$ cat config.mk
export PLATFORM = sky130hd
export DESIGN_NAME = host_tx_fifo
export DESIGN_NICKNAME = d
export VERILOG_FILES = /design/src/rtl/htx_pkg.sv /design/src/rtl/htx_fifo.sv /design/src/rtl/htx_pci_port.sv /design/src/rtl/htx_sb_port.sv /design/src/rtl/host_tx_fifo.sv
export SDC_FILE = /design/constraint.sdc
export NUM_CORES = 1
export LEC_CHECK = 0
export BUFFER_PORTS_ARGS = -buffer_cell sky130_fd_sc_hd__buf_4
export CAP_MARGIN = 10
export CORE_ASPECT_RATIO = 1.5
export CORE_MARGIN = 2
export CORE_UTILIZATION = 25
export DETAILED_ROUTE_END_ITERATION = 10
export HOLD_SLACK_MARGIN = 0.12
export PLACE_DENSITY_LB_ADDON = 0.15
export SLEW_MARGIN = 10
export SYNTH_ARGS = -nofsm -noshare
export SYNTH_HDL_FRONTEND = slang
export SYNTH_HIERARCHICAL = 1
export SYNTH_SLANG_ARGS = --single-unit
$ cat constraint.sdc
create_clock -name clk -period 2 [get_ports clk]
set_input_delay 0.1 -clock clk [delete_from_list [all_inputs] [get_ports clk]]
set_output_delay 0.1 -clock clk [all_outputs]
set_load 0.05 [all_outputs]
$ cat src/rtl/htx_pkg.sv
package htx_pkg;

  localparam int WORD_W = 24;

  typedef enum logic {
    HM_PCI = 1'b0,
    HM_SB  = 1'b1
  } host_mode_e;

  // PCI-style lane placement, selected by a 2-bit format code
  function automatic logic [WORD_W-1:0] pci_place(input logic [1:0] fc,
                                                  input logic [31:0] d);
    logic [WORD_W-1:0] w;
    case (fc)
      2'd0:    w = d[23:0];
      2'd1:    w = {d[15:0], 8'h00};
      2'd2:    w = {8'h00, d[15:0]};
      default: w = d[31:8];
    endcase
    return w;
  endfunction

  // simple bus placement: full word or 16 bits high/low
  function automatic logic [WORD_W-1:0] sb_place(input logic [1:0] fc,
                                                 input logic [23:0] d);
    logic [WORD_W-1:0] w;
    case (fc)
      2'd0:    w = d;
      2'd1:    w = {d[15:0], 8'h00};
      default: w = {8'h00, d[15:0]};
    endcase
    return w;
  endfunction

endpackage

$ cat src/rtl/htx_fifo.sv
module htx_fifo
  import htx_pkg::*;
#(
  parameter int DEPTH = 8
) (
  input  logic              clk,
  input  logic              rst_n,
  input  logic              clr,
  input  logic              push,
  input  logic [WORD_W-1:0] din,
  input  logic              pop,
  output logic [WORD_W-1:0] dout,
  output logic              full,
  output logic              empty
);

  localparam int AW = (DEPTH > 1) ? $clog2(DEPTH) : 1;
  localparam int CW = $clog2(DEPTH + 1);
  localparam logic [AW-1:0] LAST = AW'(DEPTH - 1);

  logic [AW-1:0]     wr_q, wr_d, rd_q, rd_d;
  logic [CW-1:0]     cnt_q, cnt_d;
  logic              do_push, do_pop;
  logic [WORD_W-1:0] ent [DEPTH];
  logic [DEPTH-1:0]  we;

  assign full    = (cnt_q == CW'(DEPTH));
  assign empty   = (cnt_q == '0);
  assign do_push = push && !full && !clr;
  assign do_pop  = pop && !empty && !clr;
  assign dout    = ent[rd_q];

  always_comb begin
    wr_d  = wr_q;
    rd_d  = rd_q;
    cnt_d = cnt_q;
    if (clr) begin
      wr_d  = '0;
      rd_d  = '0;
      cnt_d = '0;
    end else begin
      if (do_push) wr_d = (wr_q == LAST) ? '0 : wr_q + 1'b1;
      if (do_pop)  rd_d = (rd_q == LAST) ? '0 : rd_q + 1'b1;
      case ({do_push, do_pop})
        2'b10:   cnt_d = cnt_q + 1'b1;
        2'b01:   cnt_d = cnt_q - 1'b1;
        default: cnt_d = cnt_q;
      endcase
    end
  end

  always_ff @(posedge clk or negedge rst_n) begin
    if (!rst_n) begin
      wr_q  <= '0;
      rd_q  <= '0;
      cnt_q <= '0;
    end else begin
      wr_q  <= wr_d;
      rd_q  <= rd_d;
      cnt_q <= cnt_d;
    end
  end

  // one storage row per entry, each with its own write enable
  for (genvar i = 0; i < DEPTH; i++) begin : g_ent
    assign we[i] = do_push && (wr_q == AW'(i));
    always_ff @(posedge clk) begin
      if (we[i]) ent[i] <= din;
    end
  end

endmodule

$ cat src/rtl/htx_pci_port.sv
module htx_pci_port
  import htx_pkg::*;
#(
  parameter int          WAIT_MAX = 8,
  parameter logic [15:0] OFF_LO   = 16'h001C,
  parameter logic [15:0] OFF_HI   = 16'hFFFC
) (
  input  logic              clk,
  input  logic              rst_n,
  input  logic              active,
  input  logic              wr,
  input  logic [15:0]       off,
  input  logic [31:0]       data,
  input  logic [1:0]        fc,
  input  logic              wait_dis,
  input  logic              full,
  output logic              ack,
  output logic              wait_o,
  output logic              retry,
  output logic              push,
  output logic [WORD_W-1:0] word
);

  localparam int WCW = $clog2(WAIT_MAX + 1);

  logic [WCW-1:0] wcnt_q, wcnt_d;
  logic           hit, req;

  assign hit  = (off >= OFF_LO) && (off <= OFF_HI);
  assign req  = active && wr && hit;
  assign word = pci_place(fc, data);

  always_comb begin
    ack    = 1'b0;
    wait_o = 1'b0;
    retry  = 1'b0;
    if (req) begin
      if (!full)                                       ack    = 1'b1;
      else if (wait_dis || wcnt_q == WCW'(WAIT_MAX))   retry  = 1'b1;
      else                                             wait_o = 1'b1;
    end
    push   = ack;
    wcnt_d = wait_o ? wcnt_q + 1'b1 : '0;
  end

  always_ff @(posedge clk or negedge rst_n) begin
    if (!rst_n) wcnt_q <= '0;
    else        wcnt_q <= wcnt_d;
  end

endmodule

$ cat src/rtl/htx_sb_port.sv
module htx_sb_port
  import htx_pkg::*;
(
  input  logic              active,
  input  logic              wr,
  input  logic [10:0]       addr,
  input  logic [23:0]       data,
  input  logic [1:0]        fc,
  input  logic [7:0]        base,
  input  logic              full,
  output logic              ack,
  output logic              wait_o,
  output logic              push,
  output logic [WORD_W-1:0] word
);

  logic sel;

  assign sel    = active && wr && (addr[10:3] == base) && (addr[2:0] == 3'd7);
  assign ack    = sel && !full;
  assign wait_o = sel && full;
  assign push   = ack;
  assign word   = sb_place(fc, data);

endmodule

$ cat src/rtl/host_tx_fifo.sv
module host_tx_fifo
  import htx_pkg::*;
#(
  parameter int DEPTH    = 8,
  parameter int WAIT_MAX = 8
) (
  input  logic        clk,
  input  logic        rst_n,
  input  logic        soft_rst,
  input  logic        mode_sel,
  input  logic [1:0]  fmt,
  input  logic        wait_dis,
  input  logic        treq_en,
  input  logic        dma_en,
  input  logic [7:0]  sb_base,
  input  logic        pci_wr,
  input  logic [15:0] pci_off,
  input  logic [31:0] pci_data,
  output logic        pci_ack,
  output logic        pci_wait,
  output logic        pci_retry,
  input  logic        sb_wr,
  input  logic [10:0] sb_addr,
  input  logic [23:0] sb_data,
  output logic        sb_ack,
  output logic        sb_wait,
  input  logic        dsp_pop,
  output logic [23:0] dsp_data,
  output logic        dsp_valid,
  output logic        space_ok,
  output logic        req_stat,
  output logic        irq_o,
  output logic        dreq_o
);

  host_mode_e        mode;
  logic [1:0]        rsync_q, rsync_d;
  logic              rst_int_n;
  logic              full, empty;
  logic              pci_push, sb_push;
  logic [WORD_W-1:0] pci_word, sb_word, fifo_din;

  // asynchronous assertion, synchronous release
  assign rsync_d = {rsync_q[0], 1'b1};
  always_ff @(posedge clk or negedge rst_n) begin
    if (!rst_n) rsync_q <= 2'b00;
    else        rsync_q <= rsync_d;
  end
  assign rst_int_n = rsync_q[1];

  assign mode = host_mode_e'(mode_sel);

  htx_pci_port #(.WAIT_MAX(WAIT_MAX)) u_pci (
    .clk      (clk),
    .rst_n    (rst_int_n),
    .active   (mode == HM_PCI),
    .wr       (pci_wr),
    .off      (pci_off),
    .data     (pci_data),
    .fc       (fmt),
    .wait_dis (wait_dis),
    .full     (full),
    .ack      (pci_ack),
    .wait_o   (pci_wait),
    .retry    (pci_retry),
    .push     (pci_push),
    .word     (pci_word)
  );

  htx_sb_port u_sb (
    .active (mode == HM_SB),
    .wr     (sb_wr),
    .addr   (sb_addr),
    .data   (sb_data),
    .fc     (fmt),
    .base   (sb_base),
    .full   (full),
    .ack    (sb_ack),
    .wait_o (sb_wait),
    .push   (sb_push),
    .word   (sb_word)
  );

  assign fifo_din = (mode == HM_PCI) ? pci_word : sb_word;

  htx_fifo #(.DEPTH(DEPTH)) u_fifo (
    .clk   (clk),
    .rst_n (rst_int_n),
    .clr   (soft_rst),
    .push  (pci_push || sb_push),
    .din   (fifo_din),
    .pop   (dsp_pop),
    .dout  (dsp_data),
    .full  (full),
    .empty (empty)
  );

  assign dsp_valid = !empty;
  assign space_ok  = !full;
  assign req_stat  = space_ok && treq_en;
  assign irq_o     = req_stat && !dma_en;
  assign dreq_o    = req_stat && dma_en;

endmodule

Yosys cells after proc, flatten, opt, wreduce, memory -nomap -nowiden
Memory sizes are Yosys's and may differ from the RTL's.
Cells that the tools add are included.
{"block": "classes", "mux": 57, "magnitude_cmp": 2, "reduce_logical": 42, "n_shift": 0, "n_bitwise": 1, "n_eq_ne": 16, "div": 0, "n_mul": 0, "addsub": 5}
{"cell": "two-way mux 24 bit", "count": 8}
{"cell": "OR reduction 24 bit", "count": 7}
{"cell": "case mux 24 bit (3 select lines)", "count": 1}
{"cell": "case mux 24 bit (2 select lines)", "count": 1}
{"cell": "two-way mux 3 bit", "count": 13}
{"cell": "two-way mux 1 bit", "count": 31}
{"cell": "logical AND 1 bit", "count": 23}
{"cell": "equality test 3 bit, second input constant", "count": 6}
{"cell": "greater-or-equal comparator 16 x 5 -> 1 bit, second input constant", "count": 1}
{"cell": "less-or-equal comparator 16 bit, second input constant", "count": 1}
{"cell": "adder 4 x 1 -> 4 bit, second input constant", "count": 2}
{"cell": "equality test 4 bit, second input constant", "count": 2}
{"cell": "equality test 8 bit", "count": 1}
{"cell": "two-way mux 4 bit", "count": 2}
{"cell": "case mux 4 bit (2 select lines)", "count": 1}
{"cell": "adder 3 x 1 -> 3 bit, second input constant", "count": 2}
{"cell": "equality test 3 x 2 -> 1 bit, second input constant", "count": 2}
{"cell": "equality test 2 x 1 -> 1 bit, second input constant", "count": 2}
{"cell": "equality test 2 bit, second input constant", "count": 2}
{"cell": "zero test 1 bit", "count": 4}
{"cell": "zero test 4 bit", "count": 1}
{"cell": "nonzero test 2 bit", "count": 2}
{"cell": "subtractor 4 x 1 -> 4 bit, second input constant", "count": 1}
{"cell": "equality test 3 x 1 -> 1 bit, second input constant", "count": 1}
{"cell": "other kinds (5)", "count": 6}
{"block": "word_totals", "out_inout_bits": 34, "elab_cells": 129, "latch_bits": 0, "ramBits": 192, "ff_bits": 16, "rom_bits": 0, "mem_count": 1}
{"name": "u_fifo.ent", "depth": 8, "width": 24, "read_ports": 1, "rd_ports_with_merged_regs": 0, "write_ports": 1, "line": "htx_fifo.sv:24", "text": "logic [WORD_W-1:0] ent [DEPTH];"}

Depth between registers and ports, before layout
Gate-level depths: netlist of the first run.
{"block": "logic_depth", "word_depth": 18, "mapped_depth": 16}

Hierarchy
The synthesis of the first run kept the hierarchy.
{"mod": "htx_fifo", "area_per_inst_um2": 7965.1, "cells_each": 361, "instances": 1}
{"mod": "htx_pci_port", "area_per_inst_um2": 743.2, "cells_each": 116, "instances": 1}
{"mod": "host_tx_fifo", "area_per_inst_um2": 486.7, "cells_each": 37, "instances": 1}
{"mod": "htx_sb_port", "area_per_inst_um2": 397.9, "cells_each": 53, "instances": 1}

Worst setup path after synthesis of the first run
Ideal clock, no wire load.
{"block": "synth_timing", "kind": "register to register", "startpoint": "reg u_fifo.cnt_q[3]", "endpoint": "reg u_fifo.cnt_q[3]", "path_stages_with_launch": 14, "path_buffers": 2, "setup_slack_ps": -2277, "period_less_slack_ps": 4277, "setup_time_ps": 126, "t_arrival_ps": 4151, "cell_sequence": "dfrtp_1 > buf_2 > or4b_4 > inv_1 > nor4_1 > buf_4 > or2_2 > a21oi_2 > and2_1 > ha_1 > a21oi_1 > nand2_1 > o2111a_1 > a311o_1"}
{"block": "synth_between", "elab_chain_len": 9}
{"element": "start: declaration", "line": "htx_fifo.sv:22", "text": "logic [CW-1:0] cnt_q, cnt_d;"}
{"element": "start signal: assignment", "line": "htx_fifo.sv:60", "text": "cnt_q <= cnt_d;"}
{"element": "equality test 4 bit *", "line": "htx_fifo.sv:27", "text": "assign full = (cnt_q == CW'(DEPTH));"}
{"element": "net full", "line": "host_tx_fifo.sv:39", "text": "logic full, empty;"}
{"element": "zero test 1 bit *", "line": "htx_sb_port.sv:20", "text": "assign ack = sel && !full;"}
{"element": "logical AND 1 bit *", "line": "htx_sb_port.sv:20"}
{"element": "net sb_ack", "line": "host_tx_fifo.sv:25", "text": "output logic sb_ack,"}
{"element": "logical OR 1 bit *", "line": "host_tx_fifo.sv:90", "text": ".push (pci_push || sb_push),"}
{"element": "logical AND 1 bit * (2 in series)", "line": "htx_fifo.sv:29", "text": "assign do_push = push && !full && !clr;"}
{"element": "equality test 2 x 1 -> 1 bit or equality test 2 bit (tied branches)", "line": "htx_fifo.sv:44", "text": "case ({do_push, do_pop})"}
{"element": "case mux 4 bit (2 select lines)", "line": "htx_fifo.sv:44"}
{"element": "two-way mux 4 bit", "line": "htx_fifo.sv:37", "text": "if (clr) begin"}
Mark *: on every way through the listed nets, which the timed path passes. The rest lies on a longest branch.
A chain may end at the register's enable or synchronous reset.

Final worst setup path of the first run
{"block": "layout_timing", "startpoint": "reg u_fifo.cnt_q[1]", "endpoint": "reg u_fifo.cnt_q[3]"}
{"block": "layout_between", "elab_chain_len": 9}
{"element": "equality test 4 bit *", "line": "htx_fifo.sv:27"}
{"element": "net full", "line": "host_tx_fifo.sv:39"}
{"element": "two-way mux 1 bit or zero test 1 bit (tied branches)", "line": "htx_pci_port.sv:38, htx_fifo.sv:29, htx_sb_port.sv:20"}
{"element": "two-way mux 1 bit or logical AND 1 bit (tied branches)", "line": "htx_pci_port.sv:37, htx_sb_port.sv:20"}
{"element": "logical OR 1 bit", "line": "host_tx_fifo.sv:90"}
{"element": "logical AND 1 bit * (2 in series)", "line": "htx_fifo.sv:29"}
{"element": "equality test 2 x 1 -> 1 bit or equality test 2 bit (tied branches)", "line": "htx_fifo.sv:44"}
{"element": "case mux 4 bit (2 select lines)", "line": "htx_fifo.sv:44"}
{"element": "two-way mux 4 bit", "line": "htx_fifo.sv:37"}
Marks and branches as above.

==> metrics.cfg, run 1 <==
[timing]
finalCriticalPeriod_ns = 2.68
finalClockSkew_ns = 0.0118
final-max-slew-violation-count = 0
setup_ws_ns = -0.678
rsz0062_at_grt = true
fin_setup_tns_ns = -117.08
fin_crit_sh = 1.34
worst_slew_margin_rel = 0.452
max_slew.worst_pin.slew_ns = 0.822
setup_viol = 230
hold_viol_final = 0
fmax_mhz = 373

[yosys]
yosys-top-cells-area = edfxtp_1, mux4_2, mux2_2
syn_nets = 682
synthesis.area_um2 = 9590
synth_cell_types = 48
yosys.area.top_type = edfxtp_1
synth_seq_cells = 208
yosys_most_used_dff = edfxtp_1
yosysSeqAreaShare = 0.643
yosys_warnings = 6
syn_inst = 567
synth-async-reset-ratio = 0.0769
synth-edff-count = 192
synthDominantCellAreaShare = 0.601
syn_area_per_cell_um2 = 16.9

[cts]
clock_sinks = 208
path_clk_slew_ns = 0.06
cts_buffer_depth = 3
cts_root_buf = clkbuf_16
h-tree-depth = 1
cts_tree = done
clock_latency_ns = 0.51
cts_buffers = 23

[worst_setup_path]
critPathKind = reg2reg
cp_slowest_cell = or4b_4
end_kind = flop
crit_arrival_ns = 3.06
critPathRequiredTime_ns = 2.38
start_kind = flop
critPathMaxFanout = 3
critical_path.max_stage_delay_ns = 0.56
worstPathCellList = or4b_4 > clkinvlp_4 > nor4_4 > or2_4 > a21oi_4 > and2_4 > ha_2 > nand3_2 > nand2_2 > o2111a_1 > a311o_1

[cells_and_area]
area_growth_pct = 44.8
drive_gt1_frac = 0.489
multi_input_comb_area_um2 = 3400
register_area_um2 = 6170
mostFrequentLayoutCells = edfxtp_1, buf_4, mux4_2
fillerInstances = 3525
final_common_cell = edfxtp_1
antennaDiodeCount = 0
layout.nets = 932

[power_and_ir_drop]
clkPwrFrac = 0.275
sw_frac_of_total = 0.308
vdd_drop_max_uv = 642
p_leak_nw = 5.10
report.power.total_w = 0.0147
pwr-share-comb = 0.385
switching_power_w = 0.00453
power_frac_seq = 0.340
internal-power_w = 0.0102
p_per_area_nw_per_um2 = 1060

[run]
max-cap-violations = 0

[place]
dp_hpwl_mm = 19.2
place_congestion = 0.767
portBuffers = 136

[routing]
drc = 0
drt.antenna.violating_nets = 0
wl_mm = 28.4
drtIter0Drc = 244
vias_per_cell = 4.50
wl_per_cell_um = 21.5
firstDrtPassIters = 6
vias = 5944

[floorplanning]
die_w_um = 164
start_util = 0.254
die_y_um = 244
fp.dieArea_um2 = 40000
coreArea_um2 = 37800
io_pins = 137
rows = 87

[grt]
grt_pass1_wl_mm = 41.4
grtUsageTotal = 0.143
grt_pass1_vias = 6453
antenna_found_initial = 0
grt_max_degree = 31
grt_overflow = 0

[outcome]
violations = negative setup slack
run_status = finished, violations left

[worst_hold_path]
min_path_type = in2reg

through the flow:
| stage | cells | setup slack (ns) | cell area [um^2] | hold slack [ns] | utilization |
|---|---|---|---|---|---|
| 2_1_floorplan | 567 | -1.11 | 9690 | -0.196 | - |
| 3_3_place_gp | 1218 | -0.667 | 11900 | -0.116 | 0.315 |
| 3_5_place_dp | 1218 | -0.749 | 11900 | -0.115 | 0.315 |
| 4_1_cts | 1324 | -0.688 | 13900 | 0.128 | 0.368 |
| 5_1_grt | 1321 | -0.748 | 13900 | 0.154 | 0.368 |
| 6_report | 1321 | -0.678 | 13900 | 0.133 | 0.368 |
repair_timing:
action | in CTS | in global routing
endpoints found under the hold margin | 114 | 0
resized for setup | 96 | 29
pin swaps | 23 | 9
cloned | 14 | 0
hold buffers | 26 | 0
endpoints found under the setup margin | 232 | 232
buffers inserted | 29 | 4
sequential cells by signal, summed over array words and instances, names as in the netlist:
name,count
u_fifo/cnt_q,4
u_fifo/ent,192
u_fifo/rd_q,3
u_pci/wcnt_q,4
u_fifo/wr_q,3
rsync_q,2
critical path: cells and delay by family (launching register included):
kind | cells | cell delay [ns]
AND/OR/NAND/NOR | 6 | 1.21
AO/OA/AOI/OAI | 3 | 0.58
flip-flops | 1 | 0.37
adder cells (fa/ha/maj) | 1 | 0.28
buffers and inverters | 1 | 0.13
power by group through the flow:
stage	Clock, W	Sequential, W	Combinational [W]
floorplan	0	0.00509	0.00300
global route	0.00431	0.00501	0.00600
finish	0.00404	0.00500	0.00566
global placement	0	0.00510	0.00448
CTS	0.00415	0.00500	0.00580
detailed placement	0	0.00511	0.00452
synthesized netlist by cell type (2+ instances only):
cell type  number
mux2i_1        28
dfrtp_1        16
buf_6           2
mux2_4         19
mux2_2         37
clkbuf_1        8
buf_12          2
and2_1         15
mux4_2         48
nor4_1          5
and3_1          4
nand3_1         6
xor2_1          5
a21oi_1        12
xnor2_1         9
nand4_1         5
edfxtp_1      192
nor2_1         29
o21ai_1         5
buf_1           4
inv_1          22
nand2_1        23
nor3_1          7
o21ai_0        11
buf_4           4
ha_1           11
buf_2          14
or4_4           2
or2_2           2
nor3b_1         2
cell type report:
cell class,count,area share
flip-flops and latches,208,0.444
multi-input cells,303,0.245
repair buffers,259,0.210
well taps,489,0.0440
clock buffers,29,0.0430
clock inverters,11,0.00756
inverters,22,0.00621
worst paths after layout:
kind / start / end / slack [ns] / cells past startpoint
setup / recovery: u_fifo/cnt_q[1]$_DFFE_PN0P_ / u_fifo/cnt_q[3]$_DFFE_PN0P_ / -0.68 / 11
hold / removal: pci_wr / u_pci/wcnt_q[1]$_DFF_PN0_ / 0.13 / 6
setup reg to reg: u_fifo/cnt_q[1]$_DFFE_PN0P_ / u_fifo/cnt_q[3]$_DFFE_PN0P_ / -0.68 / 11
hold reg to reg: rsync_q[1]$_DFF_PN0_ / u_fifo/cnt_q[3]$_DFFE_PN0P_ / 0.28 / 0
max in group asynchronous: rsync_q[1]$_DFF_PN0_ / u_fifo/rd_q[1]$_DFFE_PN0P_ / 1.24 / 0
min in group asynchronous: rsync_q[1]$_DFF_PN0_ / u_fifo/cnt_q[3]$_DFFE_PN0P_ / 0.28 / 0
cells by family (layout without fill, tap and decap cells):
group / after synthesis / count (layout) / share of synthesized area
DFF: 208 / 208 / 0.643
muxes: 132 / 132 / 0.215
and+or+nand+nor: 106 / 106 / 0.0565
buffers and inverters: 56 / 321 / 0.0303
AOI/OAI and AO/OA: 38 / 38 / 0.0258
xor gates and xnor gates: 14 / 14 / 0.0128
adders and majority gates: 12 / 12 / 0.0164
other: 1 / 1 / 0.000391
routing by layer:
metal | up-vias | global-route usage | wire [um]
li1 | 2709 | - | -
met1 | 3035 | 0.170 | 11000
met2 | 168 | 0.270 | 15500
met3 | 32 | 0.0206 | 1390
met4 | 0 | 0.0341 | 490
met5 | - | 0 | 0
Power figures use the tool's default switching activity.
==> run 2, diff against run 1 <==
--- a/config.mk
+++ b/config.mk
@@ -8,8 +8,8 @@
 export BUFFER_PORTS_ARGS = -buffer_cell sky130_fd_sc_hd__buf_4
 export CAP_MARGIN = 10
 export CORE_ASPECT_RATIO = 1.5
-export CORE_MARGIN = 2
 export CORE_UTILIZATION = 25
+export CTS_BUF_LIST = sky130_fd_sc_hd__clkbuf_4 sky130_fd_sc_hd__clkbuf_8
 export DETAILED_ROUTE_END_ITERATION = 10
 export HOLD_SLACK_MARGIN = 0.12
 export PLACE_DENSITY_LB_ADDON = 0.15
==> run 2 against run 1 <==
- the flow still finishes with violations (negative setup slack)
- via count increased by 0.82%
- design area decreased by 1.7%
- sequential power about the same
- hold slack improved by 0.015 ns
- non-clock buffer count increased by 2
- first-iteration DRC count increased by 22%
- worst setup slack improved by 0.028 ns
- global-route usage increased by 0.25 points
- fmax increased by 1.0%
==> metrics.cfg, run 2 (same netlist as run 1, synthesis figures left out) <==
[outcome]
run_status = finished, violations left
violations = negative setup slack

[routing]
wl_mm = 27.5  ; -3.0%
vias_per_cell = 4.47  ; -0.75%
wl_per_cell_um = 20.5  ; -4.6%
drt.antenna.violating_nets = 0  ; unchanged
vias = 5993  ; +0.82%
drc = 0  ; unchanged
firstDrtPassIters = 4  ; -2
drtIter0Drc = 297  ; +22%

[worst_setup_path]
r2r-start = u_fifo/cnt_q[1]$_DFFE_PN0P_
critPathKind = reg2reg
start_kind = flop
crit_arrival_ns = 3.05  ; about the same
critPathMaxFanout = 3  ; unchanged
critPathRequiredTime_ns = 2.40  ; +0.02 ns
crit_start = u_fifo/cnt_q[1]$_DFFE_PN0P_
end_kind = flop

[cells_and_area]
post-route-util = 0.363  ; -0.00528
regMostFlops = u_fifo/ent
fillerInstances = 3665  ; +4.0%
drive_gt1_frac = 0.494  ; +0.00495
final_cell_area_um2 = 13700  ; -1.7%
reg_top3 = u_fifo/ent x192, u_fifo/cnt_q x4, u_pci/wcnt_q x4
largest_register_ffs = 192  ; unchanged
mostFrequentLayoutCells = edfxtp_1, buf_4, mux4_2
area_growth_pct = 42.3
final_common_cell = edfxtp_1
layout.nets = 945  ; +1.4%

[grt]
grt_pass1_vias = 6683  ; +3.6%
grt_overflow = 0  ; unchanged
global_route.usage.met2 = 0.268  ; -0.00191
grt_pass1_wl_mm = 41.6  ; +0.48%
grt_max_degree = 39  ; +26%
use_met1 = 0.167  ; -0.00268
grtUsageTotal = 0.146  ; +0.00255
top_usage_layer = met2
antenna_found_initial = 3  ; +3
use_met3 = 0.0308  ; +0.0102

[timing]
fmax_mhz = 377  ; +1.0%
setup_ws_ns = -0.651  ; +0.0276 ns
setup_viol = 232  ; +0.87%
fin_crit_sh = 1.33  ; -0.0138
fin_setup_tns_ns = -86.52  ; +30.56 ns
finalClockSkew_ns = 0.0183  ; +0.00645 ns
worst_slew_margin_rel = 0.567  ; +0.115
max_slew.worst_pin.slew_ns = 0.650  ; -0.172 ns
hold_viol_final = 0  ; unchanged
rsz0062_at_grt = true
final-max-slew-violation-count = 0  ; unchanged
finalCriticalPeriod_ns = 2.65  ; -0.0276 ns

[cts]
clock_sinks = 208  ; unchanged
cts_tree = done
cts_root_buf = clkbuf_8
cts_buffers = 34  ; +48%
clock_latency_ns = 0.54  ; +0.03 ns
h-tree-depth = 2  ; +1
path_clk_slew_ns = 0.06  ; about the same
cts_buffer_depth = 3  ; unchanged

[floorplanning]
start_util = 0.255  ; +0.000734
rows = 87  ; unchanged
die_y_um = 242  ; -0.82%
die_w_um = 162  ; -1.2%
fp.dieArea_um2 = 39200  ; -2.0%
io_pins = 137  ; unchanged
coreArea_um2 = 37700  ; -0.29%

[power_and_ir_drop]
vdd_drop_max_uv = 709  ; +10%
p_leak_nw = 5.05  ; -1.1%
p_per_area_nw_per_um2 = 1030  ; -2.5%
report.power.total_w = 0.0141  ; -4.1%

[worst_hold_path]
min_path_type = in2reg
min-delay-start = sb_data[10]

[place]
dp_hpwl_mm = 18.8  ; -2.0%
place_congestion = 0.775  ; +1.0%
portBuffers = 136  ; unchanged
placed_area_um2 = 11800  ; -0.38%

[run]
max-cap-violations = 0  ; unchanged

run 2: layout make-up:
type / instances / area, um^2 / area share
flip-flops and latches: 208 / 6170 / 0.452
multi-input cells: 303 / 3370 / 0.247
repair buffers: 261 / 2780 / 0.204
well taps: 489 / 612 / 0.0448
clock buffers: 42 / 534 / 0.0391
clock inverters: 16 / 103 / 0.00751
inverters: 22 / 86.3 / 0.00632
diodes: 1 / 2.50 / 0.000183
run 2: power by group:
| group | internal [W] | total, W | switching (W) |
|---|---|---|---|
| clock | 0.00189 | 0.00357 | 0.00168 |
| combinational | 0.00279 | 0.00550 | 0.00271 |
| sequential | 0.00494 | 0.00501 | 0.0000752 |
| total | 0.00962 | 0.0141 | 0.00447 |
run 2: repair_timing:
item | CTS | global route
resized for setup | 88 | 15
endpoints found under the hold margin | 176 | 0
endpoints found under the setup margin | 232 | 232
cloned | 11 | 0
pin swaps | 24 | 11
setup buffers | 26 | 3
hold buffers | 37 | 0
run 2: path summary, 6_finish.rpt:
kind	slack, ns	end	cells past startpoint
max in group asynchronous	1.28	u_fifo/rd_q[0]$_DFFE_PN0P_	0
min reg2reg	0.27	u_fifo/cnt_q[3]$_DFFE_PN0P_	0
min in group asynchronous	0.27	u_fifo/cnt_q[3]$_DFFE_PN0P_	0
max reg2reg	-0.65	u_fifo/cnt_q[3]$_DFFE_PN0P_	12
min	0.15	u_fifo/ent[2][10]$_DFFE_PP_	3
max	-0.65	u_fifo/cnt_q[3]$_DFFE_PN0P_	12
run 2: layer usage:
layer / vias to the layer above / wire, um
met4: 4 / 546
met5: - / 31
met2: 160 / 15000
met1: 3050 / 10700
met3: 38 / 1250
li1: 2741 / -
run 2: stage by stage:
stage / setup WS (ns) / cells / hold WS (ns)
floorplan: -1.11 / 567 / -0.196
global placement: -0.665 / 1217 / -0.117
detailed placement: -0.751 / 1217 / -0.115
CTS: -0.667 / 1343 / 0.120
global route: -0.734 / 1342 / 0.141
finish: -0.651 / 1342 / 0.148
run 2: critical path: stages (launching register included):
cell	delay, ns
dfrtp_1	0.38
or4b_4	0.56
clkinvlp_4	0.13
nor4_4	0.04
or2_4	0.25
a21oi_2	0.14
and2_4	0.19
ha_4	0.16
a21oi_4	0.06
buf_4	0.14
nand4_1	0.07
mux2i_1	0.07
a311o_1	0.34
==> run 3, diff against run 2 <==
--- a/config.mk
+++ b/config.mk
@@ -8,7 +8,7 @@
 export BUFFER_PORTS_ARGS = -buffer_cell sky130_fd_sc_hd__buf_4
 export CAP_MARGIN = 10
 export CORE_ASPECT_RATIO = 1.5
-export CORE_UTILIZATION = 25
+export CORE_UTILIZATION = 32
 export CTS_BUF_LIST = sky130_fd_sc_hd__clkbuf_4 sky130_fd_sc_hd__clkbuf_8
 export DETAILED_ROUTE_END_ITERATION = 10
 export HOLD_SLACK_MARGIN = 0.12
==> run 3 against run 2 <==
- the flow still finishes with violations (negative setup slack)
- clock power shrank 8.4%
- final cell count shrank 6.9%
- routed wire length shrank 1.6%
- worst setup slack lost 0.048 ns
==> metrics.cfg, run 3 (same netlist as run 1, synthesis figures left out) <==
[grt]
global_route.usage.met2 = 0.340  ; +0.0727
grt_overflow = 0  ; unchanged
grt_max_degree = 44  ; +13%
grtUsageTotal = 0.183  ; +0.0366
top_usage_layer = met2
use_met3 = 0.0221  ; -0.00871
antenna_found_initial = 0  ; -3
grt_pass1_vias = 6712  ; +0.43%
grt_pass1_wl_mm = 40.6  ; -2.5%
use_met1 = 0.213  ; +0.0462

[power_and_ir_drop]
internal-power_w = 0.00955  ; -0.78%
vdd_drop_max_uv = 593  ; -16%
switching_power_w = 0.00436  ; -2.3%
clkPwrFrac = 0.235  ; -0.019
pwr-share-comb = 0.403  ; +0.012
p_leak_nw = 5.12  ; +1.6%
power_frac_seq = 0.362  ; +0.006
sw_frac_of_total = 0.314  ; -0.00339
p_per_area_nw_per_um2 = 1010  ; -2.6%

[cts]
cts_buffers = 30  ; -12%
clock_sinks = 208  ; unchanged
path_clk_slew_ns = 0.06  ; about the same
cts_buffer_depth = 3  ; unchanged
cts_tree = done
clock_latency_ns = 0.57  ; +0.03 ns
cts_root_buf = clkbuf_8
h-tree-depth = 1  ; -1

[cells_and_area]
final_cell_area_um2 = 13800  ; +1.3%
drive_gt1_frac = 0.480  ; -0.0146
reg_top3 = u_fifo/ent x192, u_fifo/cnt_q x4, u_pci/wcnt_q x4
fin_cells = 1250  ; -6.9%
final_common_cell = edfxtp_1
antennaDiodeCount = 0  ; -1
area_growth_pct = 44.2
multi_input_comb_area_um2 = 3390  ; +0.74%
fillerInstances = 2589  ; -29%
largest_register_ffs = 192  ; unchanged
register_area_um2 = 6170  ; about the same
mostFrequentLayoutCells = edfxtp_1, buf_4, dlygate4sd3_1
layout.nets = 952  ; +0.74%
regMostFlops = u_fifo/ent

[timing]
fmax_mhz = 371  ; -1.8%
worst_slew_margin_rel = 0.380  ; -0.187
finalCriticalPeriod_ns = 2.70  ; +0.0477 ns
max_slew.worst_pin.slew_ns = 0.930  ; +0.280 ns
rsz0062_at_grt = true
setup_viol = 231  ; -0.43%
setup_ws_ns = -0.698  ; -0.0477 ns
fin_setup_tns_ns = -89.88  ; -3.36 ns
finalClockSkew_ns = 0.0162  ; -0.00211 ns
fin_crit_sh = 1.35  ; +0.0239
hold_viol_final = 0  ; unchanged
final-max-slew-violation-count = 0  ; unchanged

[worst_setup_path]
end_kind = flop
crit_arrival_ns = 3.13  ; +0.08 ns
critPathKind = reg2reg
reg2regPathDepth = 11  ; -1
start_kind = flop
critPathMaxFanout = 4  ; +1
critPathRequiredTime_ns = 2.44  ; +0.04 ns

[place]
place_congestion = 0.785  ; +1.3%
dp.cells = 1114  ; -8.5%
dp_hpwl_mm = 16.9  ; -9.9%
portBuffers = 136  ; unchanged
placed_area_um2 = 11700  ; -1.6%

[worst_hold_path]
min_path_type = in2reg
worstHoldPathCells = 4  ; +1

[routing]
drtIter0Drc = 367  ; +24%
drt.antenna.violating_nets = 0  ; unchanged
wl_mm = 27.1  ; -1.6%
vias_per_cell = 4.90  ; +9.7%
vias = 6124  ; +2.2%
firstDrtPassIters = 5  ; +1
wl_per_cell_um = 21.7  ; +5.7%
drc = 0  ; unchanged

[floorplanning]
die_y_um = 214  ; -12%
coreArea_um2 = 29500  ; -22%
start_util = 0.325  ; +0.0707
fp.dieArea_um2 = 30700  ; -22%
die_w_um = 143  ; -11%
io_pins = 137  ; unchanged
rows = 77  ; -11%

[outcome]
run_status = finished, violations left
violations = negative setup slack

[run]
max-cap-violations = 0  ; unchanged

## run 3: power groups by stage
stage / registers [W] / clock network [W] / logic, W
floorplan: 0.00509 / 0 / 0.00300
global placement: 0.00510 / 0 / 0.00439
finish: 0.00504 / 0.00327 / 0.00561
detailed placement: 0.00511 / 0 / 0.00445
global route: 0.00505 / 0.00352 / 0.00593
CTS: 0.00503 / 0.00335 / 0.00560
## run 3: path summary, 6_finish.rpt
kind / start / end / slack (ns)
max in group asynchronous: rsync_q[1]$_DFF_PN0_ / u_fifo/rd_q[0]$_DFFE_PN0P_ / 1.29
min reg2reg: rsync_q[1]$_DFF_PN0_ / u_fifo/wr_q[1]$_DFFE_PN0P_ / 0.24
min: pci_data[29] / u_fifo/ent[5][21]$_DFFE_PP_ / 0.14
min in group asynchronous: rsync_q[1]$_DFF_PN0_ / u_fifo/wr_q[1]$_DFFE_PN0P_ / 0.24
max reg2reg: u_fifo/cnt_q[0]$_DFFE_PN0P_ / u_fifo/cnt_q[3]$_DFFE_PN0P_ / -0.70
max: u_fifo/cnt_q[0]$_DFFE_PN0P_ / u_fifo/cnt_q[3]$_DFFE_PN0P_ / -0.70
## run 3: what timing repair did
action | in CTS | in global routing
buffers inserted | 12 | 14
endpoints found under the setup margin | 233 | 233
cloned | 19 | 0
hold buffers | 49 | 0
endpoints found under the hold margin | 192 | 0
pin swaps | 8 | 16
resized for setup | 81 | 45
## run 3: cell type report
| class | instances | share of cell area |
|---|---|---|
| Tap cell | 395 | 0.0357 |
| Inverter | 22 | 0.00624 |
| Clock buffer | 40 | 0.0357 |
| Sequential cell | 208 | 0.446 |
| Clock inverter | 10 | 0.00497 |
| Multi-Input combinational cell | 303 | 0.245 |
| Timing Repair Buffer | 272 | 0.226 |
## run 3: per-layer routing
layer / vias to the layer above / part of all wire
li1: 2760 / -
met1: 3101 / 0.38
met2: 227 / 0.55
met4: 0 / 0.023
met5: - / 0
met3: 36 / 0.048
## run 3: critical path, stage by stage (launching register included)
cell and delay [ns]:
dfrtp_1 0.38, or4b_4 0.57, clkinvlp_4 0.15, nor4_4 0.06, or2_4 0.25, a21oi_4 0.13
and2_4 0.18, ha_4 0.21, a21oi_4 0.15, nand2_2 0.08, o2111a_1 0.14, a311o_1 0.26
## run 3: through the flow
step / worst slack [ns] / power [W] / hold WS [ns] / util
6_report: -0.698 / 0.0139 / 0.135 / 0.469
5_1_grt: -0.789 / 0.0145 / 0.135 / 0.469
4_1_cts: -0.684 / 0.0140 / 0.121 / 0.464
3_5_place_dp: -0.736 / 0.00956 / -0.112 / 0.395
3_3_place_gp: -0.636 / 0.00949 / -0.115 / 0.395
2_1_floorplan: -1.11 / 0.00809 / -0.196 / -
